[src/rtl/cbr_pkg.sv]
package cbr_pkg;
  localparam int unsigned XLEN = 32;

  typedef enum logic [3:0] {
    CC_EQ  = 4'd0,
    CC_NE  = 4'd1,
    CC_LT  = 4'd2,
    CC_GT  = 4'd3,
    CC_LTU = 4'd4,
    CC_GTU = 4'd5,
    CC_GE  = 4'd6,
    CC_LE  = 4'd7,
    CC_GEU = 4'd8,
    CC_LEU = 4'd9
  } cond_e;

  typedef struct packed {
    logic            taken;
    logic            illegal;
    logic [XLEN-1:0] next_pc;
  } br_res_t;
endpackage

[src/rtl/cbr_operand_latch.sv]
module cbr_operand_latch #(
  parameter int unsigned WIDTH     = 32,
  parameter bit          BYPASS_EN = 1'b1
) (
  input  logic             clk_i,
  input  logic             rst_ni,
  input  logic             cmp_valid_i,
  input  logic [WIDTH-1:0] cmp_a_i,
  input  logic [WIDTH-1:0] cmp_b_i,
  output logic [WIDTH-1:0] op_a_o,
  output logic [WIDTH-1:0] op_b_o
);
  logic [WIDTH-1:0] a_q, b_q;

  always_ff @(posedge clk_i or negedge rst_ni) begin
    if (!rst_ni) begin
      a_q <= '0;
      b_q <= '0;
    end else if (cmp_valid_i) begin
      a_q <= cmp_a_i;
      b_q <= cmp_b_i;
    end
  end

  generate
    if (BYPASS_EN) begin : g_bypass
      assign op_a_o = cmp_valid_i ? cmp_a_i : a_q;
      assign op_b_o = cmp_valid_i ? cmp_b_i : b_q;
    end else begin : g_direct
      assign op_a_o = a_q;
      assign op_b_o = b_q;
    end
  endgenerate

  a_r2_capture: assert property (@(posedge clk_i) disable iff (!rst_ni)
    cmp_valid_i |=> (a_q == $past(cmp_a_i)) && (b_q == $past(cmp_b_i)));
  a_r2_hold: assert property (@(posedge clk_i) disable iff (!rst_ni)
    !cmp_valid_i |=> $stable(a_q) && $stable(b_q));
endmodule

[src/rtl/cbr_cond_eval.sv]
module cbr_cond_eval
  import cbr_pkg::*;
#(
  parameter int unsigned WIDTH = 32
) (
  input  logic             clk_i,
  input  logic             rst_ni,
  input  logic [WIDTH-1:0] op_a_i,
  input  logic [WIDTH-1:0] op_b_i,
  input  logic [3:0]       cond_i,
  output logic             taken_o,
  output logic             legal_o
);
  logic eq, lt_s, gt_s, lt_u, gt_u;

  assign eq   = (op_a_i == op_b_i);
  assign lt_s = ($signed(op_a_i) < $signed(op_b_i));
  assign gt_s = ($signed(op_a_i) > $signed(op_b_i));
  assign lt_u = (op_a_i < op_b_i);
  assign gt_u = (op_a_i > op_b_i);

  always_comb begin
    legal_o = 1'b1;
    taken_o = 1'b0;
    case (cond_e'(cond_i))
      CC_EQ:   taken_o = eq;
      CC_NE:   taken_o = !eq;
      CC_LT:   taken_o = lt_s;
      CC_GT:   taken_o = gt_s;
      CC_GE:   taken_o = !lt_s;
      CC_LE:   taken_o = !gt_s;
      CC_LTU:  taken_o = lt_u;
      CC_GTU:  taken_o = gt_u;
      CC_GEU:  taken_o = !lt_u;
      CC_LEU:  taken_o = !gt_u;
      default: legal_o = 1'b0;
    endcase
  end

  // exactly one ordering holds per domain
  a_r5_signed_order: assert property (@(posedge clk_i) disable iff (!rst_ni)
    $countones({lt_s, gt_s, eq}) == 1);
  a_r6_unsigned_order: assert property (@(posedge clk_i) disable iff (!rst_ni)
    $countones({lt_u, gt_u, eq}) == 1);
  a_r9_illegal_never_taken: assert property (@(posedge clk_i) disable iff (!rst_ni)
    !legal_o |-> !taken_o);
endmodule

[src/rtl/cbr_target_gen.sv]
module cbr_target_gen #(
  parameter int unsigned WIDTH  = 32,
  parameter int unsigned OFF_W  = 10,
  parameter int unsigned STEP   = 2
) (
  input  logic [WIDTH-1:0] pc_i,
  input  logic [OFF_W-1:0] offset_i,
  output logic [WIDTH-1:0] seq_pc_o,
  output logic [WIDTH-1:0] tgt_pc_o
);
  localparam int unsigned EXT_W = WIDTH - OFF_W;

  logic [WIDTH-1:0] off_ext, off_scaled;

  assign off_ext    = {{EXT_W{offset_i[OFF_W-1]}}, offset_i};
  assign off_scaled = off_ext << 1;
  assign seq_pc_o   = pc_i + WIDTH'(STEP);
  assign tgt_pc_o   = seq_pc_o + off_scaled;
endmodule

[src/rtl/cmp_branch_unit.sv]
module cmp_branch_unit
  import cbr_pkg::*;
#(
  parameter int unsigned WIDTH     = XLEN,
  parameter int unsigned OFF_W     = 10,
  parameter int unsigned COND_W    = 4,
  parameter bit          BYPASS_EN = 1'b1
) (
  input  logic              clk_i,
  input  logic              rst_ni,
  input  logic              cmp_valid_i,
  input  logic [WIDTH-1:0]  cmp_a_i,
  input  logic [WIDTH-1:0]  cmp_b_i,
  input  logic              br_valid_i,
  input  logic [COND_W-1:0] br_cond_i,
  input  logic [OFF_W-1:0]  br_offset_i,
  input  logic [WIDTH-1:0]  br_pc_i,
  output logic              res_valid_o,
  output logic              res_taken_o,
  output logic [WIDTH-1:0]  res_next_pc_o,
  output logic              res_illegal_o
);
  localparam int unsigned EXT_W = WIDTH - OFF_W;

  logic [WIDTH-1:0] op_a, op_b, seq_pc, tgt_pc;
  logic             taken_c, legal_c;
  logic             valid_q;
  br_res_t          res_d, res_q;

  cbr_operand_latch #(.WIDTH(WIDTH), .BYPASS_EN(BYPASS_EN)) u_latch (
    .clk_i, .rst_ni, .cmp_valid_i, .cmp_a_i, .cmp_b_i,
    .op_a_o(op_a), .op_b_o(op_b)
  );

  cbr_cond_eval #(.WIDTH(WIDTH)) u_eval (
    .clk_i, .rst_ni, .op_a_i(op_a), .op_b_i(op_b),
    .cond_i(br_cond_i), .taken_o(taken_c), .legal_o(legal_c)
  );

  cbr_target_gen #(.WIDTH(WIDTH), .OFF_W(OFF_W), .STEP(2)) u_tgt (
    .pc_i(br_pc_i), .offset_i(br_offset_i),
    .seq_pc_o(seq_pc), .tgt_pc_o(tgt_pc)
  );

  always_comb begin
    res_d.taken   = legal_c && taken_c;
    res_d.illegal = !legal_c;
    if (!legal_c)     res_d.next_pc = br_pc_i;
    else if (taken_c) res_d.next_pc = tgt_pc;
    else              res_d.next_pc = seq_pc;
  end

  always_ff @(posedge clk_i or negedge rst_ni) begin
    if (!rst_ni) begin
      valid_q <= 1'b0;
      res_q   <= '0;
    end else begin
      valid_q <= br_valid_i;
      if (br_valid_i) res_q <= res_d;
    end
  end

  assign res_valid_o   = valid_q;
  assign res_taken_o   = res_q.taken;
  assign res_illegal_o = res_q.illegal;
  assign res_next_pc_o = res_q.next_pc;

  a_r10_valid_follows: assert property (@(posedge clk_i) disable iff (!rst_ni)
    br_valid_i |=> res_valid_o);
  a_r10_valid_only: assert property (@(posedge clk_i) disable iff (!rst_ni)
    !br_valid_i |=> !res_valid_o);
  a_r11_hold: assert property (@(posedge clk_i) disable iff (!rst_ni)
    !br_valid_i |=> $stable(res_taken_o) && $stable(res_illegal_o) && $stable(res_next_pc_o));
  a_r9_illegal_pc: assert property (@(posedge clk_i) disable iff (!rst_ni)
    (br_valid_i && (br_cond_i > COND_W'(9))) |=>
      res_illegal_o && !res_taken_o && (res_next_pc_o == $past(br_pc_i)));
  a_r8_seq_pc: assert property (@(posedge clk_i) disable iff (!rst_ni)
    (res_valid_o && !res_taken_o && !res_illegal_o) |->
      res_next_pc_o == $past(br_pc_i) + WIDTH'(2));
  a_r7_target_pc: assert property (@(posedge clk_i) disable iff (!rst_ni)
    (res_valid_o && res_taken_o) |->
      res_next_pc_o == $past(br_pc_i) + WIDTH'(2) +
        ({{EXT_W{$past(br_offset_i[OFF_W-1])}}, $past(br_offset_i)} << 1));
endmodule

[config.mk]
export PLATFORM = sky130hd
export DESIGN_NAME = cmp_branch_unit
export DESIGN_NICKNAME = d
export VERILOG_FILES = /design/src/rtl/cbr_pkg.sv /design/src/rtl/cbr_operand_latch.sv /design/src/rtl/cbr_cond_eval.sv /design/src/rtl/cbr_target_gen.sv /design/src/rtl/cmp_branch_unit.sv
export SDC_FILE = /design/constraint.sdc
export NUM_CORES = 1
export LEC_CHECK = 0
export BUFFER_PORTS_ARGS = -buffer_cell sky130_fd_sc_hd__buf_2
export CAP_MARGIN = 30
export CORE_MARGIN = 5
export CORE_UTILIZATION = 60
export CTS_BUF_LIST = sky130_fd_sc_hd__clkbuf_2
export DETAILED_ROUTE_END_ITERATION = 8
export PLACE_DENSITY_LB_ADDON = 0.12
export SYNTH_ARGS = -nofsm -noshare
export SYNTH_HDL_FRONTEND = slang
export SYNTH_SLANG_ARGS = --single-unit
export TNS_END_PERCENT = 5
[constraint.sdc]
create_clock -name clk_i -period 7.49 [get_ports clk_i]
set_input_delay 0.749 -clock clk_i [delete_from_list [all_inputs] [get_ports clk_i]]
set_output_delay 0.749 -clock clk_i [all_outputs]
set_load 0.1 [all_outputs]
==> flow_summary.rst, run 1 <==
.. list-table::
   :header-rows: 1

   * - Metric
     - Value
   * - Status
     - finished clean
   * - Die Span Y
     - 121.7 µm
   * - Share of async-settable or async-resettable flops after synthesis
     - 1.000
   * - Data required time of the worst path
     - 8.06 ns
   * - Number of global-route vias before repair
     - 6486
   * - Post-Synth Simple-Gate Area
     - 0.1466
   * - DRC violations left
     - 0
   * - Pwr Density
     - 196.4 nW/µm²
   * - Worst Clk Skew
     - 0.03238 ns
   * - Worst voltage drop across the vdd grid
     - 0.1208 mV
   * - Main combinational cell family by area after synthesis
     - compound AO/OA/AOI/OAI gates
   * - Core region area
     - 12110 µm²
   * - Number of hold violations in the final report
     - 0
   * - Worst Setup Slack, final
     - 2.528 ns
   * - Flop and latch count out of synthesis
     - 99
   * - Synthesized-area fraction occupied by xor and xnor cells
     - 0.06853
   * - Count of clock tree sinks
     - 99
   * - Signal arrival time at the worst endpoint
     - 5.53 ns
   * - Adder and majority gate portion of the synthesized area
     - 0.1080
   * - Yosys warning total
     - 0
   * - Worst r2r dst
     - res_next_pc_o[26]$_DFFE_PN0P_
   * - List of most frequent post-synthesis cells
     - sky130_fd_sc_hd__dfrtp_1 (99), sky130_fd_sc_hd__inv_1 (67), sky130_fd_sc_hd__ha_1 (63)
   * - Wirelength, routed
     - 18.38 mm
   * - Transition time at the pin with the least slew margin
     - 0.8880 ns
   * - Final instance area
     - 8416 µm²
   * - DR vias
     - 6448
   * - Antenna violations before repair
     - 1
   * - Count of endpoints failing setup in the final report
     - 0
   * - Total power draw
     - 1.653 mW
   * - Syn_area_per_cell
     - 9.573 µm²
   * - Horizontal die dimension
     - 121.7 µm
   * - Highest clock frequency the design can meet
     - 201.5 MHz
   * - Iteration count of the initial detailed-routing pass
     - 5
   * - Sum of negative setup slack
     - 0 ns
   * - Post-synth net total
     - 960
   * - Total routing usage reported by global routing
     - 0.2527
   * - Maximum number of pins on one net before global-route repair
     - 70
   * - Number of clock buffers inserted by TritonCTS
     - 9
   * - Worst setup timing slack at the placement stage
     - 1.837 ns
   * - Endpoint type of the worst setup path
     - register
   * - Initial standard-cell utilization of the core
     - 0.6181
   * - Period minus WS final
     - 4.962 ns
   * - H-Tree Level Count
     - 3
   * - Netlist area before placement
     - 7486 µm²
   * - Cell types with the largest area share after synthesis
     - sky130_fd_sc_hd__dfrtp_1 (33%), sky130_fd_sc_hd__ha_1 (11%), sky130_fd_sc_hd__mux2i_1 (7.6%)
   * - Class of the tightest hold or removal check
     - in2async
   * - Reg2Reg Depth
     - 12
   * - Clock-pin slew on the worst setup and hold paths
     - 0.29 ns
   * - Layout cells sized above 1
     - 0.2497
   * - Max cap viols
     - 0
   * - Cells after synthesis
     - 782
   * - Share of synthesized area spent on multiplexers
     - 0.1289
   * - Row cnt
     - 40
   * - Root Driver
     - sky130_fd_sc_hd__clkbuf_2
   * - Total area of sequential cells
     - 2477 µm²
   * - Post-route ant nets
     - 0
   * - Growth of design area from synthesis to finish
     - 12.42%
   * - Share of the clock period used by the worst path after layout
     - 0.6624
   * - Cells traversed along the worst timing path
     - buf_2 -> buf_4 -> mux2_2 -> ha_1 -> a21oi_1 -> nand2_1 -> a221oi_1 -> a31oi_4 -> nor2_1 -> a21o_1 -> nand3_2 -> nor3_4 -> buf_4 -> mux2_2 -> o221a_2
   * - Most frequently used flop master after synthesis
     - sky130_fd_sc_hd__dfrtp_1
   * - Synth Area in Compound Gates
     - 0.1598
   * - Routability cong.
     - 0.8741
   * - Clock latency reported for the late side of the worst-skew pair
     - 0.63 ns
   * - First-pass GRT wire length
     - 30.41 mm
   * - Max-slew headroom
     - 0.4065
   * - Via/cell ratio
     - 5.916
   * - RSZ-0062 raised after global routing
     - false
   * - Crit path largest cell delay
     - 0.59 ns
   * - Netlist cell types
     - 74
   * - Count of buffers inserted at the top-level ports
     - 148
   * - CTS tree
     - yes
   * - Remaining global-route overflow
     - 0
   * - Pleak
     - 4.119 nW
   * - Number of synthesized flops with an enable pin
     - 0
   * - Area of the multi-input gates
     - 4579 µm²
   * - Maximum root-to-sink buffer count
     - 2
   * - Total cell area at the placement stage
     - 8314 µm²
   * - Count of boundary I/O pins
     - 149
   * - Detail-routed net length per standard cell
     - 16.87 µm
   * - Type of origin of the critical path
     - primary input
   * - Die area
     - 14810 µm²
   * - FILL cells
     - 974
   * - Pins Over Slew Limit
     - 0
   * - CP max FO
     - 34
   * - Dpl hpwl
     - 14.00 mm
   * - Violation count after the first detailed-route iteration
     - 521
   * - Reg-to-reg startpoint
     - u_latch.a_q[31]$_DFF_PN0_
   * - Post-CTS repair timing setup buffer count
     - 0
   * - Most common cell in the synthesized netlist
     - sky130_fd_sc_hd__dfrtp_1
   * - Top cell type by total area after synthesis
     - sky130_fd_sc_hd__dfrtp_1
   * - Gates resized, CTS repair
     - 0
   * - Final layout net count
     - 1094
   * - Category of the critical setup timing path
     - in2reg
   * - Proportion of netlist area held by the largest area contributor
     - 0.3309
   * - Post-cts hold buffer count
     - 0
   * - Worst reg-to-reg setup slack
     - 3.30 ns
   * - Sequential fraction of the synthesis area
     - 0.3309
   * - CP max-delay cell
     - sky130_fd_sc_hd__buf_2
==> cell type report <==
| cell class | count | area share |
|---|---|---|
| multi-input cells | 584 | 0.5442 |
| clock buffers | 10 | 0.005947 |
| repair buffers | 155 | 0.09456 |
| flip-flops and latches | 99 | 0.2944 |
| inverters | 67 | 0.02988 |
| well taps | 168 | 0.02498 |
| diodes | 1 | 0.0002974 |
| clock inverters | 6 | 0.005798 |
==> state kept, by name, summed over array words and instances, names as in the netlist <==
name and count:
res_illegal_o 1, res_next_pc_o 32, res_taken_o 1, res_valid_o 1, u_latch.a_q 32, u_latch.b_q 32
==> per-layer routing <==
layer | wire length, µm | global-route usage | part of all wire
met3 | 1081 | 0.03250 | 0.059
met4 | 427 | 0.09384 | 0.023
met2 | 9036 | 0.4377 | 0.49
met5 | 0 | 0 | 0
met1 | 7839 | 0.3235 | 0.43
==> worst max-delay path, delay by kind of cell <==
| family | cells | cell delay [ns] |
|---|---|---|
| compound gates | 5 | 1.17 |
| simple gates | 4 | 0.91 |
| mux | 2 | 0.79 |
| fa+ha+maj | 1 | 0.33 |
| buf+inv | 3 | 1.56 |
==> through the flow <==
step                instances  utilization  hold WS [ns]
floorplan                 782            -        0.4520
global placement         1073       0.6865        0.4640
detailed placement       1073       0.6865        0.4715
CTS                      1089       0.6946       0.05867
global route             1090       0.6948       0.03112
finish                   1090       0.6948       0.05676
==> worst max-delay path by stage <==
stage | depth (start not counted) | startpoint | slack [ns] | endpoint
6_report | 15 | cmp_valid_i | 2.53 | res_next_pc_o[26]$_DFFE_PN0P_
5_1_grt | 15 | cmp_valid_i | 2.22 | res_next_pc_o[26]$_DFFE_PN0P_
4_1_cts | 15 | cmp_valid_i | 2.57 | res_next_pc_o[26]$_DFFE_PN0P_
3_5_place_dp | 15 | cmp_valid_i | 1.84 | res_next_pc_o[26]$_DFFE_PN0P_
3_3_place_gp | 15 | cmp_valid_i | 1.96 | res_next_pc_o[26]$_DFFE_PN0P_
2_1_floorplan | 20 | br_pc_i[4] | 2.95 | res_next_pc_o[31]$_DFFE_PN0P_
==> power by group <==
part | switching, mW | total (mW) | leakage, nW | internal (mW)
logic | 0.539 | 0.778 | 2.89 | 0.239
registers | 0.0269 | 0.628 | 1.17 | 0.601
clock network | 0.198 | 0.247 | 0.0604 | 0.0487
==> logic make-up after synthesis <==
logic type                 count (synthesis)
muxes                                     92
adders and majority gates                 64
DFF                                       99
AOI/OAI and AO/OA                        167
buffers and inverters                     99
xor gates and xnor gates                  57
and+or+nand+nor                          204
==> layout by cell type (no fill, tap or decap), drive strengths merged, types with 34 or more instances in the layout <==
cell type,count
a21oi,39
buf,155
dfrtp,99
ha,63
inv,69
mux2,35
mux2i,57
nand2,38
nand3,39
nor2,42
o21ai,34
xnor2,35
Power figures use the tool's default switching activity.
==> run 2: changes to the inputs <==
--- a/config.mk
+++ b/config.mk
@@ -8,7 +8,7 @@
 export BUFFER_PORTS_ARGS = -buffer_cell sky130_fd_sc_hd__buf_2
 export CAP_MARGIN = 30
 export CORE_MARGIN = 5
-export CORE_UTILIZATION = 60
+export CORE_UTILIZATION = 52
 export CTS_BUF_LIST = sky130_fd_sc_hd__clkbuf_2
 export DETAILED_ROUTE_END_ITERATION = 8
 export PLACE_DENSITY_LB_ADDON = 0.12
==> constraint.sdc (replaced) <==
create_clock -name clk_i -period 4.2 [get_ports clk_i]
set_input_delay 0.42 -clock clk_i [delete_from_list [all_inputs] [get_ports clk_i]]
set_output_delay 0.42 -clock clk_i [all_outputs]
set_load 0.1 [all_outputs]
==> flow_summary.rst, run 2 (same netlist as run 1, synthesis figures left out) <==
.. list-table::
   :header-rows: 1

   * - Metric
     - Value
   * - Status
     - finished clean
   * - Endpoint type of the worst setup path
     - register
   * - Pins Over Slew Limit
     - 0 (unchanged)
   * - Worst Clk Skew
     - 0.03832 ns (+0.005941 ns)
   * - Clock-pin slew on the worst setup and hold paths
     - 0.28 ns (about the same)
   * - Portion of total power attributed to sequential cells
     - 0.356 (-0.024)
   * - Remaining global-route overflow
     - 0 (unchanged)
   * - Sw Pwr
     - 1.384 mW (+81%)
   * - Worst setup timing slack at the placement stage
     - -0.1781 ns (-2.015 ns)
   * - Wirelength, routed
     - 19.81 mm (+7.7%)
   * - Inst Count DP
     - 1122 (+4.6%)
   * - Count of clock tree sinks
     - 99 (unchanged)
   * - Count of buffers inserted at the top-level ports
     - 148 (unchanged)
   * - Max-slew headroom
     - 0.3502 (-0.05633)
   * - Die Span Y
     - 130.0 µm (+6.8%)
   * - CP max FO
     - 4 (-88%)
   * - FILL cells
     - 1194 (+23%)
   * - Count of endpoints failing setup in the final report
     - 0 (unchanged)
   * - Worst voltage drop across the vdd grid
     - 0.2275 mV (+88%)
   * - Row cnt
     - 43 (+7.5%)
   * - Maximum number of pins on one net before global-route repair
     - 72 (+2.9%)
   * - Growth of design area from synthesis to finish
     - 22.71%
   * - Signal arrival time at the worst endpoint
     - 4.57 ns (-0.96 ns)
   * - Number of clock buffers inserted by TritonCTS
     - 9 (unchanged)
   * - Switching portion of total power
     - 0.4399 (-0.02226)
   * - Transition time at the pin with the least slew margin
     - 0.9747 ns (+0.08664 ns)
   * - Post-route ant nets
     - 0 (unchanged)
   * - Number of global-route vias before repair
     - 6893 (+6.3%)
   * - Cell Int Power
     - 1.762 mW (+98%)
   * - Leading cell types in the layout, fill and taps excluded
     - sky130_fd_sc_hd__buf_2 (147), sky130_fd_sc_hd__dfrtp_1 (99), sky130_fd_sc_hd__inv_1 (67)
   * - DRC violations left
     - 0 (unchanged)
   * - Total routing usage reported by global routing
     - 0.2378 (-0.01494)
   * - Part of the total power dissipated in the clock network
     - 0.179 (+0.030)
   * - Number of standard cells in the final layout excluding fillers
     - 1178 (+8.1%)
   * - DR vias
     - 6672 (+3.5%)
   * - Type of origin of the critical path
     - primary input
   * - First-pass GRT wire length
     - 32.57 mm (+7.1%)
   * - Share of the clock period used by the worst path after layout
     - 0.9568
   * - Worst Setup Slack, final
     - 0.1816 ns (-2.347 ns)
   * - Pwr Density
     - 342.5 nW/µm² (+74%)
   * - Violation count after the first detailed-route iteration
     - 284 (-45%)
   * - Period minus WS final
     - 4.018 ns
   * - Total area of sequential cells
     - 2477 µm² (unchanged)
   * - Crit-path most repeated cell
     - sky130_fd_sc_hd__nand2_1
   * - Initial standard-cell utilization of the core
     - 0.5352 (-0.08293)
   * - Class of the tightest hold or removal check
     - in2reg
   * - Area of the multi-input gates
     - 4612 µm² (+0.71%)
   * - Iteration count of the initial detailed-routing pass
     - 5 (unchanged)
   * - Total power draw
     - 3.146 mW (+90%)
   * - CP max-delay cell
     - sky130_fd_sc_hd__dlygate4sd3_1
   * - Pleak
     - 4.497 nW (+9.2%)
   * - Final layout net count
     - 1170 (+6.9%)
   * - H-Tree Level Count
     - 3 (unchanged)
   * - Max cap viols
     - 0 (unchanged)
   * - Clock latency reported for the late side of the worst-skew pair
     - 0.63 ns (about the same)
   * - CP Buf/Inv Count
     - 3 (unchanged)
   * - Cells traversed along the worst timing path
     - dlygate4sd3_1 -> buf_2 -> ha_1 -> and4_1 -> nand2_1 -> nor2_1 -> nand2_1 -> nor2_4 -> nand3_1 -> xnor2_1 -> ha_1 -> o21ai_0 -> o21ai_0 -> a41oi_1 -> o22ai_1 -> a21o_1 -> a41oi_2 -> buf_4 -> xnor3_1 -> nand2_1 -> a21oi_2 -> o32ai_2
   * - Root Driver
     - sky130_fd_sc_hd__clkbuf_2
   * - Horizontal die dimension
     - 130.0 µm (+6.8%)
   * - Data required time of the worst path
     - 4.75 ns (-3.31 ns)
   * - Layout cells sized above 1
     - 0.2768 (+0.02710)
   * - Sum of negative setup slack
     - 0 ns (unchanged)
   * - Most common cell after layout, fill and taps aside
     - sky130_fd_sc_hd__buf_2
   * - Maximum root-to-sink buffer count
     - 2 (unchanged)
   * - Number of hold violations in the final report
     - 0 (unchanged)
   * - Core region area
     - 13990 µm² (+15%)
   * - Routability cong.
     - 0.9427 (+7.8%)
   * - CTS tree
     - yes
   * - Highest clock frequency the design can meet
     - 248.9 MHz
   * - Dpl hpwl
     - 15.08 mm (+7.7%)
   * - Crit path largest cell delay
     - 0.51 ns (-0.08 ns)
   * - Count of boundary I/O pins
     - 149 (unchanged)
   * - Part of the power in combinational logic
     - 0.465 (-0.006)
   * - Kind of cell adding the most delay to the critical path
     - compound AO/OA/AOI/OAI gates
   * - Via/cell ratio
     - 5.664 (-4.3%)
   * - Antenna violations before repair
     - 1 (unchanged)
   * - Die area
     - 16900 µm² (+14%)
   * - Detail-routed net length per standard cell
     - 16.81 µm (-0.31%)
   * - Category of the critical setup timing path
     - in2reg
-- run 2: cell count changes in the layout (fill, tap and decap cells not counted), sizes merged --
cell	change
inv	+1
clkinv	-2
buf	+39
dlygate4sd3	+37
bufinv	+2
clkinvlp	-1
-- run 2: through the flow --
| stage | hold slack [ns] | area (µm²) | util |
|---|---|---|---|
| after floorplan | 0.1244 | 7488 | - |
| after global placement | 0.4639 | 8622 | 0.6164 |
| after detailed placement | 0.4769 | 8622 | 0.6164 |
| after CTS | 0.001499 | 9139 | 0.6533 |
| after global routing | 0.006152 | 9186 | 0.6567 |
| final | 0.04071 | 9186 | 0.6567 |
-- run 2: final timing paths --
kind                       slack, ns                 startpoint                            end  cells after the start
min                             0.04                cmp_b_i[14]      u_latch.b_q[14]$_DFF_PN0_                      3
max                             0.18                 br_pc_i[2]  res_next_pc_o[31]$_DFFE_PN0P_                     22
min reg2reg                     0.52  u_latch.b_q[15]$_DFF_PN0_      u_latch.b_q[15]$_DFF_PN0_                      2
max reg2reg                     0.60  u_latch.a_q[27]$_DFF_PN0_  res_next_pc_o[10]$_DFFE_PN0P_                     12
max in group asynchronous       2.84                     rst_ni       u_latch.b_q[5]$_DFF_PN0_                      3
min in group asynchronous       0.43                     rst_ni       u_latch.b_q[9]$_DFF_PN0_                      2
-- run 2: worst min-delay path, stage by stage --
cell and delay [ns]:
sky130_fd_sc_hd__buf_2 0.08, sky130_fd_sc_hd__mux2i_1 0.08, sky130_fd_sc_hd__inv_1 0.05
-- run 2: metal layers --
metal  vias up  track usage  part of all wire
met5         -            0                 0
met4         0      0.07885             0.018
met3        24      0.02579             0.049
met2       176       0.4061              0.48
met1      3203       0.3166              0.45
li1       3269            -                 -
-- run 2: layout make-up --
type	instances	area share
Timing Repair Buffer	231	0.1602
Clock buffer	10	0.005448
Inverter	67	0.02738
Multi-Input combinational cell	584	0.5020
Antenna cell	1	0.0002724
Clock inverter	6	0.01049
Tap cell	180	0.02452
Sequential cell	99	0.2697
-- run 2: timing repair --
| item | CTS | global route |
|---|---|---|
| hold buffers | 37 | 0 |
| endpoints found under the setup margin | 0 | 4 |
| resized for setup | 0 | 8 |
| setup buffers | 0 | 2 |
| hold endpoints to repair | 106 | 0 |
-- run 2: power by group through the flow --
stage	combinational (mW)	sequential, mW	clock, mW
floorplan	0.672	1.56	0
global placement	1.40	1.13	0
detailed placement	1.43	1.14	0
CTS	1.46	1.12	0.584
global route	1.58	1.13	0.615
finish	1.46	1.12	0.562
==> run 3: changes to the inputs <==
--- a/config.mk
+++ b/config.mk
@@ -8,7 +8,7 @@
 export BUFFER_PORTS_ARGS = -buffer_cell sky130_fd_sc_hd__buf_2
 export CAP_MARGIN = 30
 export CORE_MARGIN = 5
-export CORE_UTILIZATION = 52
+export CORE_UTILIZATION = 58
 export CTS_BUF_LIST = sky130_fd_sc_hd__clkbuf_2
 export DETAILED_ROUTE_END_ITERATION = 8
 export PLACE_DENSITY_LB_ADDON = 0.12
==> constraint.sdc (replaced) <==
create_clock -name clk_i -period 4.4 [get_ports clk_i]
set_input_delay 0.44 -clock clk_i [delete_from_list [all_inputs] [get_ports clk_i]]
set_output_delay 0.44 -clock clk_i [all_outputs]
set_load 0.1 [all_outputs]
==> flow_summary.rst, run 3 (same netlist as run 1, synthesis figures left out) <==
.. list-table::
   :header-rows: 1

   * - Metric
     - Value
   * - Core region area
     - 12620 µm² (-9.8%)
   * - Maximum number of pins on one net before global-route repair
     - 69 (-4.2%)
   * - Worst voltage drop across the vdd grid
     - 0.2321 mV (+2.0%)
   * - Share of the clock period used by the worst path after layout
     - 0.8766
   * - DR vias
     - 6667 (-0.075%)
   * - Category of the critical setup timing path
     - in2reg
   * - Post-cts hold buffer count
     - 23 (-38%)
   * - RSZ-0062 raised after global routing
     - false
   * - Worst hold slack across all endpoints
     - 0.04134 ns (+0.0006301 ns)
   * - Worst setup timing slack at the placement stage
     - -0.05592 ns (+0.1222 ns)
   * - Die area
     - 15280 µm² (-9.6%)
   * - Crit-path most repeated cell
     - sky130_fd_sc_hd__nand2_1
   * - Hold path startpoint
     - cmp_a_i[19]
   * - DRC violations left
     - 0 (unchanged)
   * - Worst Setup Slack, final
     - 0.5429 ns (+0.3614 ns)
   * - Die Span Y
     - 123.6 µm (-4.9%)
   * - Cells traversed along the worst timing path
     - buf_2 -> ha_1 -> and4_1 -> nand2_1 -> nor2_1 -> nand2_1 -> nor2_1 -> nand3_1 -> xnor2_1 -> ha_1 -> o21ai_0 -> o21ai_0 -> a41oi_1 -> o22ai_1 -> a21o_1 -> a41oi_1 -> buf_4 -> xnor3_1 -> nand2_1 -> a21oi_1 -> o32ai_2
   * - Pleak
     - 4.344 nW (-3.4%)
   * - Data required time of the worst path
     - 4.96 ns (+0.21 ns)
   * - Total routing usage reported by global routing
     - 0.2568 (+0.01905)
   * - Pwr Density
     - 334.5 nW/µm² (-2.3%)
   * - CP max-delay cell
     - sky130_fd_sc_hd__a41oi_1
   * - Post-route ant nets
     - 0 (unchanged)
   * - H-Tree Level Count
     - 3 (unchanged)
   * - Status
     - finished clean
   * - Count of buffers inserted at the top-level ports
     - 148 (unchanged)
   * - Clock-pin slew on the worst setup and hold paths
     - 0.29 ns (about the same)
   * - Count of endpoints failing setup in the final report
     - 0 (unchanged)
   * - Gates resized, CTS repair
     - 0 (unchanged)
   * - Pins Over Slew Limit
     - 0 (unchanged)
   * - Iteration count of the initial detailed-routing pass
     - 8 (+3)
   * - Worst Clk Skew
     - 0.02090 ns (-0.01742 ns)
   * - FILL cells
     - 1030 (-14%)
   * - Worst r2r dst
     - res_next_pc_o[21]$_DFFE_PN0P_
   * - CP max FO
     - 5 (+1)
   * - Max cap viols
     - 0 (unchanged)
   * - Most common cell after layout, fill and taps aside
     - sky130_fd_sc_hd__buf_2
   * - Maximum root-to-sink buffer count
     - 2 (unchanged)
   * - Crit path largest cell delay
     - 0.32 ns (-0.19 ns)
   * - Number of standard cells in the final layout excluding fillers
     - 1137 (-3.5%)
   * - Clock latency reported for the late side of the worst-skew pair
     - 0.63 ns (about the same)
   * - Endpoint type of the worst setup path
     - register
   * - Final layout net count
     - 1136 (-2.9%)
   * - Max-slew headroom
     - 0.4269 (+0.07664)
   * - Remaining global-route overflow
     - 0 (unchanged)
   * - Highest clock frequency the design can meet
     - 259.3 MHz
   * - Number of global-route vias before repair
     - 6836 (-0.83%)
   * - CTS tree
     - yes
   * - Dpl hpwl
     - 14.02 mm (-7.0%)
   * - Signal arrival time at the worst endpoint
     - 4.42 ns (-0.15 ns)
   * - Transition time at the pin with the least slew margin
     - 0.8576 ns (-0.1170 ns)
   * - Reg2Reg Depth
     - 13 (+1)
   * - Leading cell types in the layout, fill and taps excluded
     - sky130_fd_sc_hd__buf_2 (147), sky130_fd_sc_hd__dfrtp_1 (99), sky130_fd_sc_hd__inv_1 (67)
   * - Area of the multi-input gates
     - 4579 µm² (-0.71%)
   * - Wirelength, routed
     - 19.23 mm (-2.9%)
   * - Number of cells traversed by the worst hold path
     - 2 (-1)
   * - First-pass GRT wire length
     - 31.42 mm (-3.6%)
   * - Count of clock tree sinks
     - 99 (unchanged)
   * - Violation count after the first detailed-route iteration
     - 400 (+41%)
   * - Total area of sequential cells
     - 2477 µm² (unchanged)
   * - Post-CTS repair timing setup buffer count
     - 0 (unchanged)
   * - Inst Count DP
     - 1096 (-2.3%)
   * - Antenna violations before repair
     - 3 (+2)
   * - Number of clock buffers inserted by TritonCTS
     - 9 (unchanged)
   * - Worst reg-to-reg setup slack
     - 0.65 ns (+0.05 ns)
   * - Period minus WS final
     - 3.857 ns
   * - Growth of design area from synthesis to finish
     - 18.60%
   * - Routability cong.
     - 0.9032 (-4.2%)
   * - Type of origin of the critical path
     - primary input
   * - Detail-routed net length per standard cell
     - 16.91 µm (+0.57%)
   * - Count of boundary I/O pins
     - 149 (unchanged)
   * - Layout cells sized above 1
     - 0.2575 (-0.01930)
   * - Root Driver
     - sky130_fd_sc_hd__clkbuf_2
   * - Number of hold violations in the final report
     - 0 (unchanged)
   * - Reg-to-reg startpoint
     - u_latch.a_q[23]$_DFF_PN0_
   * - Via/cell ratio
     - 5.864 (+3.5%)
   * - Horizontal die dimension
     - 123.6 µm (-4.9%)
   * - WHS Endpoint
     - u_latch.a_q[19]$_DFF_PN0_
   * - Row cnt
     - 41 (-4.7%)
   * - Class of the tightest hold or removal check
     - in2reg
   * - Initial standard-cell utilization of the core
     - 0.5932 (+0.05805)
==> run 3: cell types whose count changed in the layout (fill, tap and decap cells not counted), sizes merged <==
cell | previous run | this run
clkinvlp | 1 | 2
buf | 194 | 174
clkinv | 0 | 1
clkbuf | 10 | 9
inv | 70 | 69
diode | 1 | 2
dlygate4sd3 | 37 | 23
==> run 3: how the worst max path moves through the flow <==
stage | from | endpoint | slack (ns) | depth (start not counted)
after floorplan | br_pc_i[4] | res_next_pc_o[31]$_DFFE_PN0P_ | 0.17 | 20
after global placement | br_pc_i[1] | res_next_pc_o[31]$_DFFE_PN0P_ | 0.13 | 20
after detailed placement | br_pc_i[1] | res_next_pc_o[31]$_DFFE_PN0P_ | -0.06 | 21
after CTS | br_pc_i[1] | res_next_pc_o[31]$_DFFE_PN0P_ | 0.62 | 21
after global routing | br_pc_i[1] | res_next_pc_o[31]$_DFFE_PN0P_ | 0.15 | 20
final | br_pc_i[1] | res_next_pc_o[31]$_DFFE_PN0P_ | 0.54 | 21
==> run 3: report_power, final <==
group | leakage [nW] | total (mW) | internal [mW] | switching [mW]
sequential | 1.17 | 1.07 | 1.02 | 0.0457
combinational | 3.10 | 1.37 | 0.440 | 0.929
clock | 0.0781 | 0.532 | 0.192 | 0.340
==> run 3: worst max-delay path, delay by kind of cell <==
| kind | cells | cell delay, ns |
|---|---|---|
| xor gates and xnor gates | 2 | 0.49 |
| adders and majority gates | 2 | 0.48 |
| AOI/OAI and AO/OA | 8 | 1.59 |
| and+or+nand+nor | 7 | 1.10 |
| buffers and inverters | 2 | 0.30 |
==> run 3: through the flow <==
step                cell area [µm²]  utilization  setup TNS (ns)  power [mW]
global route                   8876       0.7034               0       3.137
detailed placement             8499       0.6735        -0.05592       2.430
floorplan                      7486            -               0       2.131
finish                         8879       0.7035               0       2.970
global placement               8499       0.6735               0       2.390
CTS                            8874       0.7032               0       2.983
==> run 3: layout make-up <==
cell class	count	area share
inverter	67	0.02833
timing repair buffer	197	0.1359
multi-input combinational	584	0.5158
sequential	99	0.2790
tap	172	0.02424
antenna	2	0.0005637
clock buffer	9	0.005073
clock inverter	7	0.01113
==> run 3: routing by layer <==
metal / track usage / up-vias / part of all wire
li1: - / 3207 / -
met1: 0.3159 / 3188 / 0.42
met2: 0.4566 / 219 / 0.50
met3: 0.03315 / 49 / 0.060
met4: 0.1003 / 4 / 0.025
met5: 0 / - / 0.0011
